[config.mk]
export PLATFORM = sky130hd
export DESIGN_NAME = bottom_idx_lane_router
export DESIGN_NICKNAME = d
export VERILOG_FILES = /design/src/rtl/bidx_pkg.sv /design/src/rtl/bidx_even_pick.sv /design/src/rtl/bidx_seg_bcast.sv /design/src/rtl/bidx_pack_stage.sv /design/src/rtl/bottom_idx_lane_router.sv
export SDC_FILE = /design/constraint.sdc
export NUM_CORES = 1
export LEC_CHECK = 0
export BUFFER_PORTS_ARGS = -buffer_cell sky130_fd_sc_hd__clkbuf_2
export CAP_MARGIN = 25
export CORE_AREA = 2 2 699 701
export CTS_CLUSTER_DIAMETER = 100
export CTS_CLUSTER_SIZE = 8
export DETAILED_ROUTE_END_ITERATION = 16
export DIE_AREA = 0 0 701 703
export HOLD_SLACK_MARGIN = 0.15
export MAX_ROUTING_LAYER = met4
export SLEW_MARGIN = 20
export SYNTH_ARGS = -nofsm -noshare
export SYNTH_HDL_FRONTEND = slang
export SYNTH_SLANG_ARGS = --single-unit
[constraint.sdc]
create_clock -name clk -period 1.87 [get_ports clk]
set_input_delay 0 -clock clk [delete_from_list [all_inputs] [get_ports clk]]
set_output_delay 0 -clock clk [all_outputs]
set_load 0.1 [all_outputs]
[src/rtl/bidx_pkg.sv]
package bidx_pkg;

    localparam int BYTE_W        = 8;
    localparam int HALF_W        = 16;
    localparam int SEG_W         = 128;
    localparam int IDX_W         = 4;
    localparam int LANES_PER_SEG = SEG_W / HALF_W;
    localparam int BYTES_PER_SEG = SEG_W / BYTE_W;

    typedef logic [BYTE_W-1:0] byte_t;
    typedef logic [HALF_W-1:0] half_t;
    typedef logic [IDX_W-1:0]  seg_idx_t;

    // Split index as it arrives at the pins: upper bit, then three lower bits.
    typedef struct packed {
        logic       hi;
        logic [2:0] lo;
    } idx_split_t;

    // Operands handed to one result lane.
    typedef struct packed {
        byte_t a;
        byte_t b;
        half_t acc;
    } lane_ops_t;

    function automatic seg_idx_t idx_join(idx_split_t s);
        return {s.hi, s.lo};
    endfunction

    function automatic int unsigned lane_count(int unsigned vl);
        return vl / HALF_W;
    endfunction

    function automatic int unsigned seg_count(int unsigned vl);
        return vl / SEG_W;
    endfunction

endpackage

[src/rtl/bidx_even_pick.sv]
module bidx_even_pick
    import bidx_pkg::*;
#(
    parameter int VL = 256
) (
    input  logic [VL-1:0]   src,
    output logic [VL/2-1:0] picked
);
    localparam int LANES = VL / HALF_W;

    // Lane e takes byte 2e, which is the low byte of halfword e.
    for (genvar e = 0; e < LANES; e++) begin : g_lane
        assign picked[e*BYTE_W +: BYTE_W] = src[e*HALF_W +: BYTE_W];
    end

endmodule

[src/rtl/bidx_seg_bcast.sv]
module bidx_seg_bcast
    import bidx_pkg::*;
#(
    parameter int VL = 256
) (
    input  logic [VL-1:0]    src,
    input  seg_idx_t         idx,
    output logic [VL/2-1:0]  bcast
);
    localparam int SEGS = VL / SEG_W;

    for (genvar s = 0; s < SEGS; s++) begin : g_seg
        logic [SEG_W-1:0] seg_bits;
        byte_t            pick;

        assign seg_bits = src[s*SEG_W +: SEG_W];

        // One 16:1 byte mux per segment, shared by its eight lanes.
        always_comb begin
            pick = '0;
            for (int k = 0; k < BYTES_PER_SEG; k++) begin
                if (idx == IDX_W'(k)) begin
                    pick = seg_bits[k*BYTE_W +: BYTE_W];
                end
            end
        end

        for (genvar l = 0; l < LANES_PER_SEG; l++) begin : g_fan
            assign bcast[(s*LANES_PER_SEG + l)*BYTE_W +: BYTE_W] = pick;
        end
    end

endmodule

[src/rtl/bidx_pack_stage.sv]
module bidx_pack_stage
    import bidx_pkg::*;
#(
    parameter int VL      = 256,
    parameter bit REG_OUT = 1'b1
) (
    input  logic          clk,
    input  logic          rst,
    input  logic          in_valid,
    input  logic [VL-1:0] lane_res,
    output logic          out_valid,
    output logic [VL-1:0] out_vec
);
    localparam int LANES = VL / HALF_W;

    // Gather lane results in lane order.
    half_t       res_lane [LANES];
    logic [VL-1:0] packed_res;

    for (genvar e = 0; e < LANES; e++) begin : g_gather
        assign res_lane[e] = lane_res[e*HALF_W +: HALF_W];
        assign packed_res[e*HALF_W +: HALF_W] = res_lane[e];
    end

    if (REG_OUT) begin : g_reg
        always_ff @(posedge clk) begin
            if (rst) begin
                out_valid <= 1'b0;
                out_vec   <= '0;
            end else begin
                out_valid <= in_valid;
                if (in_valid) begin
                    out_vec <= packed_res;
                end
            end
        end
    end else begin : g_comb
        assign out_valid = in_valid;
        assign out_vec   = packed_res;
    end

endmodule

[src/rtl/bottom_idx_lane_router.sv]
module bottom_idx_lane_router
    import bidx_pkg::*;
#(
    parameter int VL      = 256,
    parameter bit REG_OUT = 1'b1
) (
    input  logic            clk,
    input  logic            rst,
    input  logic            in_valid,
    input  logic [VL-1:0]   src_a,
    input  logic [VL-1:0]   src_b,
    input  logic [VL-1:0]   src_acc,
    input  logic            idx_hi,
    input  logic [2:0]      idx_lo,
    output logic [VL/2-1:0] lane_a,
    output logic [VL/2-1:0] lane_b,
    output logic [VL-1:0]   lane_acc,
    input  logic [VL-1:0]   lane_res,
    output logic            out_valid,
    output logic [VL-1:0]   out_vec
);
    localparam int LANES = VL / HALF_W;

    idx_split_t       idx_in;
    seg_idx_t         idx;
    logic [VL/2-1:0]  even_bytes;
    logic [VL/2-1:0]  seg_bytes;
    lane_ops_t        ops [LANES];

    assign idx_in = '{hi: idx_hi, lo: idx_lo};
    assign idx    = idx_join(idx_in);

    bidx_even_pick #(.VL(VL)) u_even (
        .src    (src_a),
        .picked (even_bytes)
    );

    bidx_seg_bcast #(.VL(VL)) u_bcast (
        .src   (src_b),
        .idx   (idx),
        .bcast (seg_bytes)
    );

    for (genvar e = 0; e < LANES; e++) begin : g_lane
        assign ops[e].a   = even_bytes[e*BYTE_W +: BYTE_W];
        assign ops[e].b   = seg_bytes[e*BYTE_W +: BYTE_W];
        assign ops[e].acc = src_acc[e*HALF_W +: HALF_W];

        assign lane_a[e*BYTE_W +: BYTE_W]   = ops[e].a;
        assign lane_b[e*BYTE_W +: BYTE_W]   = ops[e].b;
        assign lane_acc[e*HALF_W +: HALF_W] = ops[e].acc;
    end

    bidx_pack_stage #(.VL(VL), .REG_OUT(REG_OUT)) u_pack (
        .clk       (clk),
        .rst       (rst),
        .in_valid  (in_valid),
        .lane_res  (lane_res),
        .out_valid (out_valid),
        .out_vec   (out_vec)
    );

endmodule

Word-level counts from Yosys, hierarchy flattened
Index checks and enable logic that the tools add are counted.

Add/sub/neg operators: 0. Multipliers: 0. Divide/modulo/power cells: 0. $lt $le $gt $ge: 0. Equal/unequal tests: 15. Shift operators: 0. Multiplexer cells: 32. Bitwise operators: 0. Reduce and logical (&&, ||, !) cells: 1.

Operators with widths (count): 8-bit 2-to-1 mux (32); 4-bit equality test, second input constant (8); 4-bit by 3-bit equality test with 1-bit output, second input constant (4); 4-bit by 2-bit equality test with 1-bit output, second input constant (2); 4-bit by 1-bit equality test with 1-bit output, second input constant (1); 4-bit logical NOT (1).

Register bits after elaboration: 257. Latch bits: 0. Bits in writable memories: 0. Bits in read-only memories: 0. Input bits: 1031. Output and inout bits: 769. Logic and storage cells: 50. Memories: 0.

Longest topological paths before layout
Gate-level depths: netlist of run 1.

Depth in word-level cells: 17. Gate-level depth with buffers: 9.

Cells and area by module
From an unflattened synthesis of run 1, not the netlist that was laid out.

Cell total of the unflattened synthesis: 1678. Area, all modules: 15539.9 um^2.

By module, submodules not included: bidx_pack_stage (times used 1, cells each 828, area an instance 9223.8 um^2); bidx_seg_bcast (times used 1, cells each 466, area an instance 3433.3 um^2); bottom_idx_lane_router (times used 1, cells each 256, area an instance 1921.8 um^2); bidx_even_pick (times used 1, cells each 128, area an instance 960.9 um^2).

Worst setup path after synthesis of run 1
Ideal clock, no wire load.

Kind: input to output. From: input idx_hi. To: output lane_b[104]. Arrival: 4.081 ns. Required time: 1.870 ns. Setup slack: -2.211 ns. Stages on the path: 8. Buffers on the path: 3. Cells stage by stage: buf_2 buf_2 nand3b_1 o22ai_1 nor3_1 a21oi_1 a211oi_1 buf_4.

Longest elaborated chain between the ends: 17. Elaborated cells between the ends (all ways): 32. Those cells by class: eq/ne: 15; mux: 16; reduce/logical: 1.

Ends and longest elaborated chain: start, declared (RTL line bottom_idx_lane_router.sv:13) `input logic idx_hi,`; 4-bit logical NOT (RTL line bidx_seg_bcast.sv:22) `if (idx == IDX_W'(k)) begin`; 8-bit 2-to-1 mux (15 in series) (RTL line bidx_seg_bcast.sv:22); 8-bit 2-to-1 mux * (RTL line bidx_seg_bcast.sv:22); end, declared (RTL line bottom_idx_lane_router.sv:16) `output logic [VL/2-1:0] lane_b,`.

Mark *: on every way between the ends. The rest lies on a longest branch, timed or not.

Final worst setup path of run 1
From: input idx_lo[0]. To: output lane_b[65].

Longest elaborated chain between the ends: 17. Elaborated cells between the ends (all ways): 32. Those cells by class: eq/ne: 15; mux: 16; reduce/logical: 1.

Ends and longest elaborated chain: start, declared (RTL line bottom_idx_lane_router.sv:14) `input logic [2:0] idx_lo,`; 4-bit logical NOT (RTL line bidx_seg_bcast.sv:22); 8-bit 2-to-1 mux (15 in series) (RTL line bidx_seg_bcast.sv:22); 8-bit 2-to-1 mux * (RTL line bidx_seg_bcast.sv:22).

Marked as above.

==> results of run 1 <==
## timing repair
item	CTS	global route
pin swaps	36	25
endpoints found under the setup margin	129	164
hold buffers	1160	0
hold endpoints to repair	641	0
buffers inserted	18	13
resized for setup	119	79
cloned	6	2
## worst paths after layout
path | to | slack [ps]
setup / recovery | lane_b[65] | -260
hold / removal | u_pack.out_valid$_SDFF_PP0_ | 140
hold reg to reg | u_pack.out_vec[100]$_SDFFE_PP0P_ | 1030
setup reg to reg | u_pack.out_vec[204]$_SDFFE_PP0P_ | 80
## metal layers
layer	GRT usage	up-vias	part of all wire
met3	0.0638	452	0.13
met1	0.114	10230	0.33
met5	-	-	0
li1	-	9086	-
met2	0.198	1537	0.47
met4	0.0680	0	0.071
## placed cells by master, fill, tap and decap left out, drive strengths merged, types with 8 or more instances in the layout
master,n
a21oi,34
mux2i,302
diode,246
mux2,20
dlygate4sd3,945
a31oi,10
clkbuf,730
dfxtp,257
o32ai,8
nand2,27
o221ai,13
o22ai,25
nor2b,9
nand3,10
o21ai,38
nor2,286
buf,593
## worst min-delay path, cell delays in order
cell and delay (ps):
buf_12 140, dlymetal6s4s_1 290, buf_6 160, nor2b_1 150
## state kept, by name, indices dropped and copies added, names as in the netlist
name	flops
u_pack.out_vec	256
u_pack.out_valid	1
## metrics by stage
stage	instance area (um^2)	total power (W)	hold slack, ps	worst slack (ps)	instances
finish	44500	0.0325	142	-257	10110
global route	44500	0.0335	158	-272	10094
CTS	43300	0.0328	150	-257	9869
detailed placement	27800	0.0179	0.681	-669	8632
global placement	27800	0.0178	0.681	-943	8630
floorplan	16200	0.0176	147	-910	1729
## where the power goes
group	switching, W	internal (W)	total [W]
logic	0.0131	0.00593	0.0190
clock network	0.00323	0.00422	0.00745
registers	0.000211	0.00582	0.00603
total	0.0165	0.0160	0.0325
## kinds of logic after synthesis
kind of cell	synth area share
AO/OA/AOI/OAI	0.0834
buffers and inverters	0.275
flip-flops	0.333
multiplexers	0.213
AND/OR/NAND/NOR	0.0953
## final cells by class
class / instances / area [um^2] / share of cell area
timing repair buffer: 2228 / 22700 / 0.511
antenna: 246 / 616 / 0.0138
sequential: 257 / 5150 / 0.116
clock inverter: 10 / 158 / 0.00354
multi-input combinational: 871 / 6700 / 0.151
clock buffer: 44 / 1040 / 0.0233
tap: 6450 / 8070 / 0.181
inverter: 4 / 32.5 / 0.000731
==> flow_metrics.py, run 1 <==
metrics = {
    "run_status": {
        "status": "finished, violations left",
        "violations": "setup timing",
    },
    "synth": {
        "synth_edf_count": 0,
        "avgSynthCellArea_um2": 8.94,
        "syn_area_mm2": 0.0155,
        "yosysUniqueCellTypes": 54,
        "yosys_warnings": 0,
        "syn_nets": 2760,
        "yosysTopAreaCell": "dfxtp_1",
        "ys_seq_elements": 257,
        "synth_area_leaders": "dfxtp_1, buf_4, mux2i_1, nor2_1, buf_2",
        "ys_async_sr_fraction": 0,
        "synth_most_common_cell": "buf_4",
        "synthTopCellsByCount": "buf_4, mux2i_1, nor2_1, dfxtp_1, buf_2",
        "synth-main-ff-cell": "dfxtp_1",
        "yosysSeqAreaShare": 0.333,
        "netlist.area_leader.share": 0.333,
        "syn_inst": 1729,
    },
    "hold_path": {
        "hold_path_class": "in2reg",
        "min_delay_path_depth": 4,
        "min_from": "in_valid",
    },
    "cells_and_area": {
        "nNetsFinal": 4434,
        "drive_above_1_share": 0.428,
        "syn2layout_area_growth_pct": 188,
        "n_fill_cell": 56100,
        "final_util": 0.0918,
    },
    "setup_path": {
        "setup.worst_path.class": "in2out",
        "cpPeakStageDelay_ps": 300,
        "path_depth": 10,
        "critPathSlowestCell": "buf_4",
        "critical_path.top_delay_family": "buffers and inverters",
        "crit_path_frequent_cell": "buf_4",
        "crit_chain": "buf_4 -> buf_4 -> clkinv_4 -> buf_4 -> nand3_1 -> o22a_1 -> o21a_1 -> a32oi_4 -> buf_12 -> buf_12",
        "worstPathRequired_ps": 1870,
        "start_kind": "primary input",
        "crit_path_start": "idx_lo[0]",
        "path_buf_inv": 6,
        "crit-reg2reg-launch": "u_pack.out_vec[204]$_SDFFE_PP0P_",
        "crit_arrival_ps": 2130,
        "r2r_cells": 4,
        "worstSetupEndpointType": "output pin",
        "critPathMaxFanout": 12,
    },
    "power": {
        "ir_drop_uv": 743,
        "p_per_area_mw_per_mm2": 730,
        "p_leak_nw": 17.8,
    },
    "global_route": {
        "grtUsageTotal": 0.121,
        "overflow": 0,
        "antenna_found_initial": 291,
        "grt_start_max_net_pins": 93,
        "grt_pass1_wl_um": 347000,
        "grt_pass1_vias": 20899,
    },
    "cts": {
        "clockBufferDepth": 3,
        "cts_tree": "built",
        "clk_pin_slew_worst_paths_ps": 50,
        "cts_sinks": 257,
        "htree_levels": 2,
        "numCtsBuffers": 41,
        "root_buffer": "clkbuf_16",
        "insertion_delay_ps": 670,
    },
    "sta": {
        "max_freq_ghz": 0.470,
        "setup_slack_ps": -257,
        "worstMarginPinSlew_ps": 1170,
        "drv_slew": 0,
        "fin_crit_ps": 2130,
        "clock_skew_ps": 0,
        "period_share": 1.14,
        "rsz0062_at_grt": "yes",
        "setup_viol": 120,
        "hold_violations": 0,
        "slew_headroom": 0.215,
        "setup_tns_ps": -17980,
    },
    "die": {
        "die_w_um": 701,
        "start_util": 0.0319,
        "dieArea_mm2": 0.493,
        "rows": 256,
        "io_pins": 1800,
        "core_area_mm2": 0.485,
        "die_y_um": 703,
    },
    "detailed_routing": {
        "drt_pre_antenna_iters": 6,
        "drc": 0,
        "vias": 21305,
        "drt_iter0_drc": 1487,
        "ant_nets": 0,
        "wire_per_inst_um": 30.2,
        "viasPerCell": 2.11,
        "routed_wl_um": 305000,
    },
    "placement": {
        "io_buffers": 903,
        "finalWeightedCongestion": 0.859,
        "dp_hpwl_um": 277000,
    },
    "job": {
        "cap_viol_max_count": 0,
    },
}
Power figures use the tool's default switching activity.
==> run 2, diff against run 1 <==
--- a/config.mk
+++ b/config.mk
@@ -14,6 +14,7 @@
 export DIE_AREA = 0 0 701 703
 export HOLD_SLACK_MARGIN = 0.15
 export MAX_ROUTING_LAYER = met4
+export RECOVER_POWER = 50
 export SLEW_MARGIN = 20
 export SYNTH_ARGS = -nofsm -noshare
 export SYNTH_HDL_FRONTEND = slang
==> run 2 against run 1 <==
  * The run ends with capacitance limit, slew limit, setup timing left
  * Largest power group unchanged
  * First-iteration DRC count up 4.0%
  * Sequential cell count unchanged
  * Register-to-register slack about the same
  * Highest routed layer unchanged
  * Power down 2.4%
  * Critical path depth unchanged
  * Via count up 2.6%
  * Fmax up 0.47%
  * Sequential share of layout area up 0.82 points
  * Clock-buffer cell count unchanged
==> flow_metrics.py, run 2 (same netlist as run 1, synthesis figures left out) <==
metrics = {
    "run_status": {
        "status": "finished, violations left",
        "violations": "capacitance limit, slew limit, setup timing",
    },
    "sta": {
        "hold_violations": 0,
        "whs_ps": 160,
        "rsz0062_at_grt": "yes",
        "slew_headroom": -0.325,
        "drv_slew": 115,
        "fin_crit_ps": 2120,
        "clock_skew_ps": 0,
        "period_share": 1.13,
        "max_freq_ghz": 0.472,
        "setup_slack_ps": -247,
        "worstMarginPinSlew_ps": 2000,
        "setup_viol": 134,
    },
    "hold_path": {
        "min_to": "u_pack.out_valid$_SDFF_PP0_",
        "min_delay_path_depth": 4,
        "hold_path_class": "in2reg",
        "min_from": "in_valid",
    },
    "setup_path": {
        "crit_chain": "buf_4 -> buf_4 -> clkinv_4 -> buf_4 -> nand3_1 -> o22a_1 -> o21a_1 -> a32oi_4 -> buf_12 -> buf_12",
        "start_kind": "primary input",
        "setup.worst_path.class": "in2out",
        "r2r_cells": 4,
        "worstPathRequired_ps": 1870,
        "r2r-end": "u_pack.out_vec[58]$_SDFFE_PP0P_",
        "critPathSlowestCell": "buf_4",
        "crit_path_frequent_cell": "buf_4",
        "cpPeakStageDelay_ps": 300,
        "crit-reg2reg-launch": "u_pack.out_vec[58]$_SDFFE_PP0P_",
        "critPathMaxFanout": 12,
        "worstSetupEndpointType": "output pin",
        "timing.reg2reg.setup_slack_ps": 70,
        "crit_arrival_ps": 2120,
    },
    "detailed_routing": {
        "routed_wl_um": 305000,
        "wire_per_inst_um": 29.9,
        "viasPerCell": 2.14,
        "vias": 21849,
        "drc": 0,
        "drt_iter0_drc": 1546,
        "drt_pre_antenna_iters": 6,
        "ant_nets": 0,
    },
    "power": {
        "p_per_area_mw_per_mm2": 762,
        "ir_drop_uv": 742,
        "p_leak_nw": 16.4,
    },
    "cts": {
        "cts_sinks": 257,
        "clk_pin_slew_worst_paths_ps": 50,
        "numCtsBuffers": 41,
        "root_buffer": "clkbuf_16",
        "htree_levels": 2,
        "clockBufferDepth": 3,
        "cts_tree": "built",
        "insertion_delay_ps": 660,
    },
    "die": {
        "rows": 256,
        "die_w_um": 701,
        "dieArea_mm2": 0.493,
        "io_pins": 1800,
        "start_util": 0.0319,
        "core_area_mm2": 0.485,
        "die_y_um": 703,
    },
    "cells_and_area": {
        "largest_reg_flops": 256,
        "fin_cells": 10213,
        "final_cell_mix": "dlygate4sd3_1, clkbuf_2, mux2i_1",
        "final_util": 0.0857,
        "syn2layout_area_growth_pct": 169,
        "nNetsFinal": 4434,
        "top_register": "u_pack.out_vec",
        "largestRegisters": "u_pack.out_vec x256, u_pack.out_valid x1",
        "layout_commonest_cell": "dlygate4sd3_1",
        "drive_above_1_share": 0.370,
    },
    "placement": {
        "finalWeightedCongestion": 0.859,
        "dp_hpwl_um": 277000,
        "io_buffers": 903,
        "dpl.cell_count": 8632,
    },
    "global_route": {
        "grtUsageTotal": 0.121,
        "grt_pass1_vias": 20899,
        "grt_pass1_wl_um": 347000,
        "grt_start_max_net_pins": 93,
        "overflow": 0,
        "antenna_found_initial": 432,
    },
    "job": {
        "cap_viol_max_count": 135,
    },
}
==> run 2: changes by cell type in the layout (fill, tap and decap cells not counted), sizes merged <==
| cell | before | now |
|---|---|---|
| diode | 246 | 349 |
| dlymetal6s4s | 1 | 22 |
| clkbuf | 730 | 951 |
| dlymetal6s2s | 0 | 6 |
| buf | 593 | 345 |
==> run 2: routing by layer <==
| metal | vias to the layer above | part of all wire | global-route usage |
|---|---|---|---|
| met5 | - | 0 | - |
| met4 | 0 | 0.078 | 0.0680 |
| met3 | 615 | 0.13 | 0.0638 |
| met2 | 1722 | 0.47 | 0.198 |
| met1 | 10296 | 0.32 | 0.114 |
| li1 | 9216 | - | - |
==> run 2: worst max path at each step <==
stage	start	end	slack, ps
after floorplan	idx_lo[1]	lane_b[10]	-910
after global placement	idx_lo[2]	lane_b[27]	-940
after detailed placement	idx_lo[2]	lane_b[94]	-670
after CTS	idx_lo[2]	lane_b[125]	-260
after global routing	idx_lo[2]	lane_b[47]	-270
final	idx_lo[0]	lane_b[65]	-250
==> run 2: final cells by class <==
class,count,area (um^2)
sequential,257,5150
tap,6450,8070
inverter,4,32.5
fill,56429,443000
antenna,349,873
timing repair buffer,2228,19500
multi-input combinational,871,6700
clock buffer,44,1040
clock inverter,10,158
==> run 2: through the flow <==
| step | cell area (um^2) | total power (W) | setup TNS [ps] | setup slack [ps] |
|---|---|---|---|---|
| 2_1_floorplan | 16200 | 0.0176 | -27500 | -910 |
| 3_3_place_gp | 27800 | 0.0178 | -62360 | -943 |
| 3_5_place_dp | 27800 | 0.0179 | -54490 | -669 |
| 4_1_cts | 43300 | 0.0328 | -18130 | -257 |
| 5_1_grt | 41500 | 0.0326 | -23140 | -272 |
| 6_report | 41600 | 0.0317 | -17780 | -247 |
==> run 2: timing repair <==
action / CTS / global route
cloned: 6 / 2
gates resized for setup: 119 / 79
setup buffers: 18 / 13
hold buffers: 1160 / 0
endpoints found under the hold margin: 641 / 0
pin swaps: 36 / 25
setup endpoints to repair: 129 / 164
==> run 2: power by group <==
group / internal (W) / total, W / switching, W
Clock: 0.00422 / 0.00744 / 0.00322
Sequential: 0.00582 / 0.00603 / 0.000210
Combinational: 0.00511 / 0.0182 / 0.0131
Total: 0.0152 / 0.0317 / 0.0165
==> run 2: critical path, delay by kind of cell <==
kind,cells,cell delay [ps]
buf+inv,6,1130
simple gates,1,200
compound gates,3,690
